===== src/rtl/spip_pkg.sv =====
package spip_pkg;

  localparam int unsigned FLAG_W = 2;

  // bit 1 = end-of-message, bit 0 = overflow; this order is the reply layout
  typedef struct packed {
    logic eom;
    logic ovf;
  } irq_flags_t;

  // clear first, then let any event of the same cycle set its flag again
  function automatic irq_flags_t flags_next(irq_flags_t cur, logic clr,
                                            logic eom_e, logic ovf_e);
    irq_flags_t n;
    n     = clr ? '0 : cur;
    n.eom = n.eom | eom_e;
    n.ovf = n.ovf | ovf_e;
    return n;
  endfunction

  function automatic int unsigned count_width(int unsigned bits);
    return $clog2(bits + 1);
  endfunction

endpackage


===== src/rtl/spip_edge_sync.sv =====
module spip_edge_sync #(
  parameter int unsigned STAGES  = 2,
  parameter int unsigned W       = 2,
  parameter logic [W-1:0] RST_VAL = '0
) (
  input  logic         clk,
  input  logic         rst_n,
  input  logic [W-1:0] d,
  output logic [W-1:0] q,
  output logic [W-1:0] rise,
  output logic [W-1:0] fall
);

  logic [STAGES-1:0][W-1:0] chain;
  logic [W-1:0]             prev;

  always_ff @(posedge clk or negedge rst_n) begin
    if (!rst_n) begin
      chain <= {STAGES{RST_VAL}};
      prev  <= RST_VAL;
    end else begin
      chain[0] <= d;
      for (int k = 1; k < STAGES; k++) chain[k] <= chain[k-1];
      prev <= chain[STAGES-1];
    end
  end

  assign q    = chain[STAGES-1];
  assign rise = q & ~prev;
  assign fall = ~q & prev;

endmodule


===== src/rtl/spip_rx_shift.sv =====
module spip_rx_shift #(
  parameter int unsigned W      = 16,
  parameter int unsigned STAGES = 2
) (
  input  logic         clk,
  input  logic         rst_n,
  input  logic         mosi_i,
  input  logic         sel,
  input  logic         sel_start,
  input  logic         sel_end,
  input  logic         bit_rise,
  output logic         done,
  output logic [W-1:0] word
);
  import spip_pkg::*;

  localparam int unsigned CNT_W = count_width(W);
  localparam logic [CNT_W-1:0] CNT_MAX = '1;
  localparam logic [CNT_W-1:0] CNT_FULL = CNT_W'(W);

  logic [STAGES-1:0] mosi_chain;
  logic              mosi_q;
  logic [CNT_W-1:0]  cnt;
  logic [W-1:0]      shreg;
  logic              take_bit;

  // same depth as the SCLK path so each bit lines up with its edge
  always_ff @(posedge clk or negedge rst_n) begin
    if (!rst_n) mosi_chain <= '0;
    else        mosi_chain <= {mosi_chain[STAGES-2:0], mosi_i};
  end
  assign mosi_q   = mosi_chain[STAGES-1];
  assign take_bit = sel && bit_rise;

  always_ff @(posedge clk or negedge rst_n) begin
    if (!rst_n) begin
      cnt   <= '0;
      shreg <= '0;
    end else begin
      if (sel_start)                         cnt <= '0;
      else if (take_bit && cnt != CNT_MAX)   cnt <= cnt + 1'b1;
      if (take_bit) shreg <= {mosi_q, shreg[W-1:1]};
    end
  end

  assign done = sel_end && (cnt == CNT_FULL);
  assign word = shreg;

  assert_bit_count_R7: assert property (@(posedge clk) disable iff (!rst_n)
    (take_bit && !sel_start && cnt != CNT_MAX) |=> (cnt == $past(cnt) + 1'b1));

  assert_word_shift_R3: assert property (@(posedge clk) disable iff (!rst_n)
    take_bit |=> (shreg[W-1] == $past(mosi_q)));

endmodule


===== src/rtl/spip_tx_shift.sv =====
module spip_tx_shift #(
  parameter int unsigned W = 16
) (
  input  logic                         clk,
  input  logic                         rst_n,
  input  logic                         load,
  input  logic                         shift,
  input  logic [W-spip_pkg::FLAG_W-1:0] status,
  input  spip_pkg::irq_flags_t         flags,
  output logic                         bit_o
);
  import spip_pkg::*;

  logic [W-1:0] sh;

  function automatic logic [W-1:0] build_reply(logic [W-FLAG_W-1:0] st,
                                               irq_flags_t fl);
    return {st, fl};
  endfunction

  always_ff @(posedge clk or negedge rst_n) begin
    if (!rst_n)     sh <= '0;
    else if (load)  sh <= build_reply(status, flags);
    else if (shift) sh <= {1'b0, sh[W-1:1]};
  end

  assign bit_o = sh[0];

  assert_reply_hold_R4: assert property (@(posedge clk) disable iff (!rst_n)
    (!load && !shift) |=> $stable(sh));

  assert_reply_ovf_first_R9: assert property (@(posedge clk) disable iff (!rst_n)
    load |=> (bit_o == $past(flags.ovf)));

endmodule


===== src/rtl/spip_irq_latch.sv =====
module spip_irq_latch (
  input  logic                 clk,
  input  logic                 rst_n,
  input  logic                 clr,
  input  logic                 eom_e,
  input  logic                 ovf_e,
  output spip_pkg::irq_flags_t flags,
  output logic                 irq_n_o
);
  import spip_pkg::*;

  irq_flags_t flg;

  always_ff @(posedge clk or negedge rst_n) begin
    if (!rst_n) flg <= '0;
    else        flg <= flags_next(flg, clr, eom_e, ovf_e);
  end

  assign flags   = flg;
  assign irq_n_o = ~(flg.eom | flg.ovf);

  assert_evt_sets_irq_R5: assert property (@(posedge clk) disable iff (!rst_n)
    (eom_e || ovf_e) |=> !irq_n_o);

  assert_irq_hold_R5: assert property (@(posedge clk) disable iff (!rst_n)
    (!clr && !eom_e && !ovf_e) |=> $stable(irq_n_o));

  assert_clear_releases_R6: assert property (@(posedge clk) disable iff (!rst_n)
    (clr && !eom_e && !ovf_e) |=> irq_n_o);

  assert_evt_beats_clear_R8: assert property (@(posedge clk) disable iff (!rst_n)
    (clr && eom_e && !ovf_e) |=> (flags.eom && !flags.ovf));

endmodule


===== src/rtl/lsb_spi_ctrl_port.sv =====
module lsb_spi_ctrl_port #(
  parameter int unsigned CMD_W       = 16,
  parameter int unsigned OPC_W       = 5,
  parameter int unsigned SYNC_STAGES = 2
) (
  input  logic                              clk,
  input  logic                              rst_n,
  input  logic                              sclk_i,
  input  logic                              ss_n_i,
  input  logic                              mosi_i,
  input  logic                              eom_evt_i,
  input  logic                              ovf_evt_i,
  input  logic [CMD_W-spip_pkg::FLAG_W-1:0] status_i,
  output logic                              miso_o,
  output logic                              miso_oe_o,
  output logic                              irq_n_o,
  output logic                              cmd_valid_o,
  output logic [OPC_W-1:0]                  cmd_opcode_o,
  output logic [CMD_W-OPC_W-1:0]            cmd_row_o
);
  import spip_pkg::*;

  localparam int unsigned ROW_W = CMD_W - OPC_W;

  // index 1 = select, index 0 = serial clock
  logic [1:0] pin_q, pin_rise, pin_fall;
  logic       sel, sel_start, sel_end, bit_rise, bit_fall;
  logic       word_done, tx_bit;
  logic [CMD_W-1:0] rx_word;
  irq_flags_t flags;

  spip_edge_sync #(.STAGES(SYNC_STAGES), .W(2), .RST_VAL(2'b10)) u_sync (
    .clk (clk), .rst_n (rst_n), .d ({ss_n_i, sclk_i}),
    .q (pin_q), .rise (pin_rise), .fall (pin_fall));

  assign sel       = ~pin_q[1];
  assign sel_start = pin_fall[1];
  assign sel_end   = pin_rise[1];
  assign bit_rise  = pin_rise[0];
  assign bit_fall  = pin_fall[0];

  spip_rx_shift #(.W(CMD_W), .STAGES(SYNC_STAGES)) u_rx (
    .clk (clk), .rst_n (rst_n), .mosi_i (mosi_i), .sel (sel),
    .sel_start (sel_start), .sel_end (sel_end), .bit_rise (bit_rise),
    .done (word_done), .word (rx_word));

  spip_tx_shift #(.W(CMD_W)) u_tx (
    .clk (clk), .rst_n (rst_n), .load (sel_start),
    .shift (sel && bit_fall), .status (status_i), .flags (flags),
    .bit_o (tx_bit));

  spip_irq_latch u_irq (
    .clk (clk), .rst_n (rst_n), .clr (word_done), .eom_e (eom_evt_i),
    .ovf_e (ovf_evt_i), .flags (flags), .irq_n_o (irq_n_o));

  always_ff @(posedge clk or negedge rst_n) begin
    if (!rst_n) begin
      cmd_valid_o  <= 1'b0;
      cmd_opcode_o <= '0;
      cmd_row_o    <= '0;
    end else begin
      cmd_valid_o <= word_done;
      if (word_done) begin
        cmd_opcode_o <= rx_word[OPC_W-1:0];
        cmd_row_o    <= rx_word[CMD_W-1:OPC_W];
      end
    end
  end

  assign miso_oe_o = ~ss_n_i;
  assign miso_o    = miso_oe_o & tx_bit;

  assert_valid_after_deselect_R6: assert property (@(posedge clk) disable iff (!rst_n)
    cmd_valid_o |-> $past(sel_end));

  assert_valid_single_R3: assert property (@(posedge clk) disable iff (!rst_n)
    cmd_valid_o |=> !cmd_valid_o);

  assert_cmd_hold_R7: assert property (@(posedge clk) disable iff (!rst_n)
    !word_done |=> ($stable(cmd_opcode_o) && $stable(cmd_row_o)));

  assert_done_clears_R6: assert property (@(posedge clk) disable iff (!rst_n)
    (word_done && !eom_evt_i && !ovf_evt_i) |=> irq_n_o);

  initial begin
    assert_geometry_R3: assert (ROW_W > 0 && CMD_W > FLAG_W && SYNC_STAGES >= 2);
  end

endmodule


===== config.mk =====
export PLATFORM = sky130hd
export DESIGN_NAME = lsb_spi_ctrl_port
export DESIGN_NICKNAME = d
export VERILOG_FILES = /design/src/rtl/spip_pkg.sv /design/src/rtl/spip_edge_sync.sv /design/src/rtl/spip_rx_shift.sv /design/src/rtl/spip_tx_shift.sv /design/src/rtl/spip_irq_latch.sv /design/src/rtl/lsb_spi_ctrl_port.sv
export SDC_FILE = /design/constraint.sdc
export NUM_CORES = 1
export LEC_CHECK = 0
export ABC_AREA = 1
export BUFFER_PORTS_ARGS = -buffer_cell sky130_fd_sc_hd__buf_4
export CAP_MARGIN = 0
export CORE_AREA = 2 2 77 79
export DETAILED_ROUTE_END_ITERATION = 10
export DIE_AREA = 0 0 79 81
export GPL_ROUTABILITY_DRIVEN = 0
export PLACE_DENSITY = 0.73
export SLEW_MARGIN = 20
export SYNTH_ARGS = -nofsm -noshare
export SYNTH_HDL_FRONTEND = slang
export SYNTH_HIERARCHICAL = 1
export SYNTH_SLANG_ARGS = --single-unit
export TNS_END_PERCENT = 100

===== constraint.sdc =====
create_clock -name clk -period 4.2 [get_ports clk]
set_clock_uncertainty 0.15 [all_clocks]
set_input_delay 0.21 -clock clk [delete_from_list [all_inputs] [get_ports clk]]
set_output_delay 0.21 -clock clk [all_outputs]
set_load 0.03 [all_outputs]

== Yosys cells after proc, flatten, opt, wreduce, memory -nomap -nowiden ==
Cells that the tools add are included.

* $add $sub $neg: 1
* Eq/ne operators: 2
* Muxes and demuxes: 5
* Bitwise gates (word level): 11
* Reduce and logical (&&, ||, !) cells: 6

{| class="wikitable"
|+ Operators by type and width
! kind !! number
|-
| two-way mux 16 bit || 2
|-
| two-way mux 5 bit || 2
|-
| adder 5 x 1 -> 5 bit, second input constant || 1
|-
| equality test 5 bit, second input constant || 1
|-
| inequality test 5 bit, second input constant || 1
|-
| bitwise AND 2 bit || 2
|-
| logical AND 1 bit || 4
|-
| inverter 2 bit || 2
|-
| nonzero test 2 bit || 2
|-
| inverter 1 bit || 3
|-
| OR 1 bit || 3
|-
| two-way mux 2 bit || 1
|-
| bitwise AND 1 bit || 1
|}

* Register bits after elaboration: 64
* Input port bits: 21
* Output and inout port bits: 20
* Word-level logic and storage cells: 37

== Logic depth before layout (Yosys ltp) ==
* Word-level depth: 6
* Mapped depth: 9
* Depth with buffers taken out: 8

== By module ==
The synthesis kept the hierarchy.

{| class="wikitable"
|+ Modules (own cells, without submodules)
! module !! instances !! cells an instance !! area each (µm²) !! seq. area each (µm²)
|-
| spip_rx_shift || 1 || 95 || 949.7 || 575.6
|-
| spip_tx_shift || 1 || 87 || 752.0 || 400.4
|-
| lsb_spi_ctrl_port || 1 || 75 || 691.9 || 425.4
|-
| spip_edge_sync || 1 || 16 || 198.9 || 153.9
|-
| spip_irq_latch || 1 || 10 || 80.1 || 50.0
|}

== Worst setup path before layout ==
OpenSTA, ideal clock, no wires.

* Kind: register -> register
* From: reg u_sync.chain, in the netlist u_sync/q[1]
* To: reg cmd_row_o[1]
* Setup time: 0.118 ns
* Arrival time: 1.405 ns
* Required time: 3.932 ns
* Path slack: 2.528 ns
* Stages on the path, launching flop included: 10
* Buffers on the path: 2
* Period minus slack after synthesis: 1.672 ns
* Cells stage by stage: dfstp_2 inv_1 nor2_1 nand3_1 nor3_1 buf_6 inv_6 buf_12 nand2_1 nand2_1

* Cells in the longest elaborated chain, start to end: 2

{| class="wikitable"
|+ Ends and longest elaborated chain
! what !! RTL line !! source
|-
| from (decl) || spip_edge_sync.sv:14 || <nowiki>logic [STAGES-1:0][W-1:0] chain;</nowiki>
|-
| from (signal assigned) || spip_edge_sync.sv:19 || <nowiki>chain <= {STAGES{RST_VAL}};</nowiki>
|-
| bitwise AND 2 bit || spip_edge_sync.sv:29 || <nowiki>assign rise = q & ~prev;</nowiki>
|-
| net pin_rise[1] || lsb_spi_ctrl_port.sv:26 || <nowiki>logic [1:0] pin_q, pin_rise, pin_fall;</nowiki>
|-
| logical AND 1 bit || spip_rx_shift.sv:46 || <nowiki>assign done = sel_end && (cnt == CNT_FULL);</nowiki>
|-
| net word_done || lsb_spi_ctrl_port.sv:28 || <nowiki>logic word_done, tx_bit;</nowiki>
|-
| to (signal assigned) || lsb_spi_ctrl_port.sv:65 || <nowiki>cmd_row_o <= rx_word[CMD_W-1:OPC_W];</nowiki>
|-
| to (decl) || lsb_spi_ctrl_port.sv:19 || <nowiki>output logic [CMD_W-OPC_W-1:0] cmd_row_o</nowiki>
|}

The timed path passes the listed nets, and every way through them passes these cells.
A chain may end at the register's enable or synchronous reset.

== Worst setup path in the final report ==
* From: reg u_sync.chain, in the netlist u_sync/q[0]
* To: reg u_rx.cnt[3]

* Cells in the longest elaborated chain, start to end: 4

{| class="wikitable"
|+ Ends and longest elaborated chain
! what !! RTL line !! source
|-
| bitwise AND 2 bit || spip_edge_sync.sv:29 ||
|-
| net pin_rise[0] || lsb_spi_ctrl_port.sv:26 ||
|-
| logical AND 1 bit || spip_rx_shift.sv:33 || <nowiki>assign take_bit = sel && bit_rise;</nowiki>
|-
| logical AND 1 bit || spip_rx_shift.sv:41 || <nowiki>else if (take_bit && cnt != CNT_MAX) cnt <= cnt + 1'b1;</nowiki>
|-
| nonzero test 2 bit (no source line) || n/a ||
|-
| to (signal assigned) || spip_rx_shift.sv:41 ||
|-
| to (decl) || spip_rx_shift.sv:23 || <nowiki>logic [CNT_W-1:0] cnt;</nowiki>
|}

The timed path passes the listed nets, and every way through them passes these cells.

==> results.cfg <==
[floorplanning]
start_util_pct = 46.96
ioPinCount = 41
die_w_um = 79
coreArea_um2 = 5675
die_h_um = 81
rows = 28
die_area_um2 = 6399

[detailed_routing]
vias_per_cell = 4.746
wl_met1_um = 2091
drtPass1Iterations = 4
drc_errors = 0
drtIter0Drc = 149
wl_met3_um = 206
num_vias = 2003
met2_length_um = 2243
detail-route-antenna-nets = 0
wl_um = 4720
top_layer = met4
wl_per_cell_um = 11.18

[sta]
setup_viol = 0
fin_crit_sh_pct = 41.04
hold_slack_ps = 201.5
setup_tns_ps = 0
hold_viol = 0
period_needed_ps = 1724
slew_violations = 0
rsz0062_at_grt = false
max_freq_mhz = 580.2
relSlewSlack_pct = 48.48
worst_pin_slew_ps = 772.8

[critical_path]
crit_arrival_ps = 1800
crit_slowest_cell = dfrtp_1
path_class = register to register
critPathTopFamily = simple AND/OR/NAND/NOR gates
cp_common_cell = nor2_1
cp_slowest_stage_delay_ps = 370
end_kind = register
path_cells = inv_1, nor2_1, nand2_2, nor2_2, nand3_1, nand2_1, nor2_1
cp_num_cells = 7
path_max_fanout = 31
cp_num_buf_inv = 1
required_ps = 4280
r2r.worst_path.cells = 7
worst_setup_path_start_kind = register

[cts]
cts.repair.resized = 0
post_cts_buffers = 0
cts_max_level = 3
cts.sinks = 64
cts-root-buf = clkbuf_8
cts_tree = built
cts_buffer_depth = 2
clk_latency_ps = 340
cts.reportedPaths.clkPinSlew_ps = 70
cts_buffers = 9

[power]
p_switching_w = 0.0006001
clkPwrFrac_pct = 30.5
seqPwrFrac_pct = 44.8
p_comb_share_pct = 24.7
irDropWorstVdd_uv = 316.3
p_sw_share_pct = 32.03
power_density_nw_per_um2 = 554.8
internal_power_w = 0.001273
p_leak_nw = 1.757

[worst_hold_path]
hp-class = register to register
hold_depth = 0

[final_layout]
fill_cells = 499
drive_above_1_share_pct = 21.61
finalNetCount = 366
diodes = 0
area.growth.synth_to_final_pct = 26.71

[logic_synthesis]
ys.warnings.count = 6
syn_area_um2 = 2665
syn_nets = 306
avgSynthCellArea_um2 = 9.451
netlist_instances = 282

[place]
dp_hpwl_um = 2968
place.port_buffers = 40

[grt]
grtUsageTotal_pct = 16.79
grt_pass1_vias = 1942
grt_start_max_net_pins = 65
grt_pass1_wl_um = 8142
antenna_found_initial = 0
overflow = 0

[job]
maxCapViolCount = 0

[run_status]
outcome = finished, final reports clean
[worst reg2reg max path, delay by kind of cell, from the launching register on]
| kind | cells | cell delay [ps] |
|---|---|---|
| and+or+nand+nor | 6 | 1050 |
| DFF | 1 | 370 |
| buffers and inverters | 1 | 40 |
[worst paths after layout]
check	from	slack (ps)	to
setup / recovery	u_sync/q[0]$_DFF_PN0_	2480	u_rx/cnt[3]$_DFFE_PN0P_
hold / removal	u_sync/chain[0]$_DFF_PN0_	200	u_sync/q[0]$_DFF_PN0_
setup reg to reg	u_sync/q[0]$_DFF_PN0_	2480	u_rx/cnt[3]$_DFFE_PN0P_
hold reg to reg	u_sync/chain[0]$_DFF_PN0_	200	u_sync/q[0]$_DFF_PN0_
max in group asynchronous	rst_n	3050	u_rx/cnt[0]$_DFFE_PN0P_
min in group asynchronous	rst_n	340	cmd_opcode_o[0]$_DFFE_PN0P_
[sequential cells by signal, summed over array words and instances, names as in the netlist, 5 cells and up]
| name | cells |
|---|---|
| cmd_row_o | 11 |
| u_tx/sh | 16 |
| u_rx/word | 16 |
| cmd_opcode_o | 5 |
| u_rx/cnt | 5 |
[cells in the final DEF (no fill, tap or decap), types with 2 or more instances in the layout]
master	instances
buf_4	42
bufinv_16	2
inv_1	22
mux2_4	2
nand3_1	36
nor2_1	18
clkinv_2	2
clkinv_4	3
dlygate4sd3_1	20
dfstp_2	3
a21oi_1	8
clkbuf_8	9
nand2_1	92
nor2_2	2
o21ai_0	10
ha_1	3
nand2_2	6
dfrtp_1	61
[power by group through the flow]
stage                     Sequential [W]  Clock, W  Combinational, W
after global routing            0.000858  0.000611          0.000510
after detailed placement        0.000850         0          0.000451
after global placement          0.000843         0          0.000440
after floorplan                 0.000974         0          0.000152
after CTS                       0.000841  0.000585          0.000467
final                           0.000840  0.000571          0.000463
[metrics by stage]
stage	cells	setup WS, ps	utilization (%)	total power (W)	area, um^2
after floorplan	282	2528	-	0.001126	2665
after global placement	386	2273	52.05	0.001282	2954
after detailed placement	386	2190	52.05	0.001301	2954
after CTS	422	2175	59.46	0.001893	3374
after global routing	422	2291	59.50	0.001979	3377
final	422	2476	59.50	0.001873	3377
[routing by layer]
metal / GRT usage (%) / up-vias
met5: 0 / -
met4: 12.59 / 0
met3: 3.778 / 14
met2: 27.03 / 53
met1: 19.77 / 927
li1: - / 1009
[cell type report]
class | instances | area (um^2) | share of cell area, %
clock inverters | 7 | 96.34 | 2.853
repair buffers | 62 | 515.5 | 15.26
clock buffers | 9 | 123.9 | 3.668
well taps | 75 | 93.84 | 2.779
flip-flops and latches | 64 | 1605 | 47.54
multi-input cells | 181 | 847.1 | 25.08
inverters | 24 | 95.09 | 2.816
[timing repair]
action	in CTS	in global routing
endpoints found under the hold margin	80	0
hold buffers	20	0
endpoints found under the setup margin	0	0
Note: power is estimated with default switching activity, not from simulation.
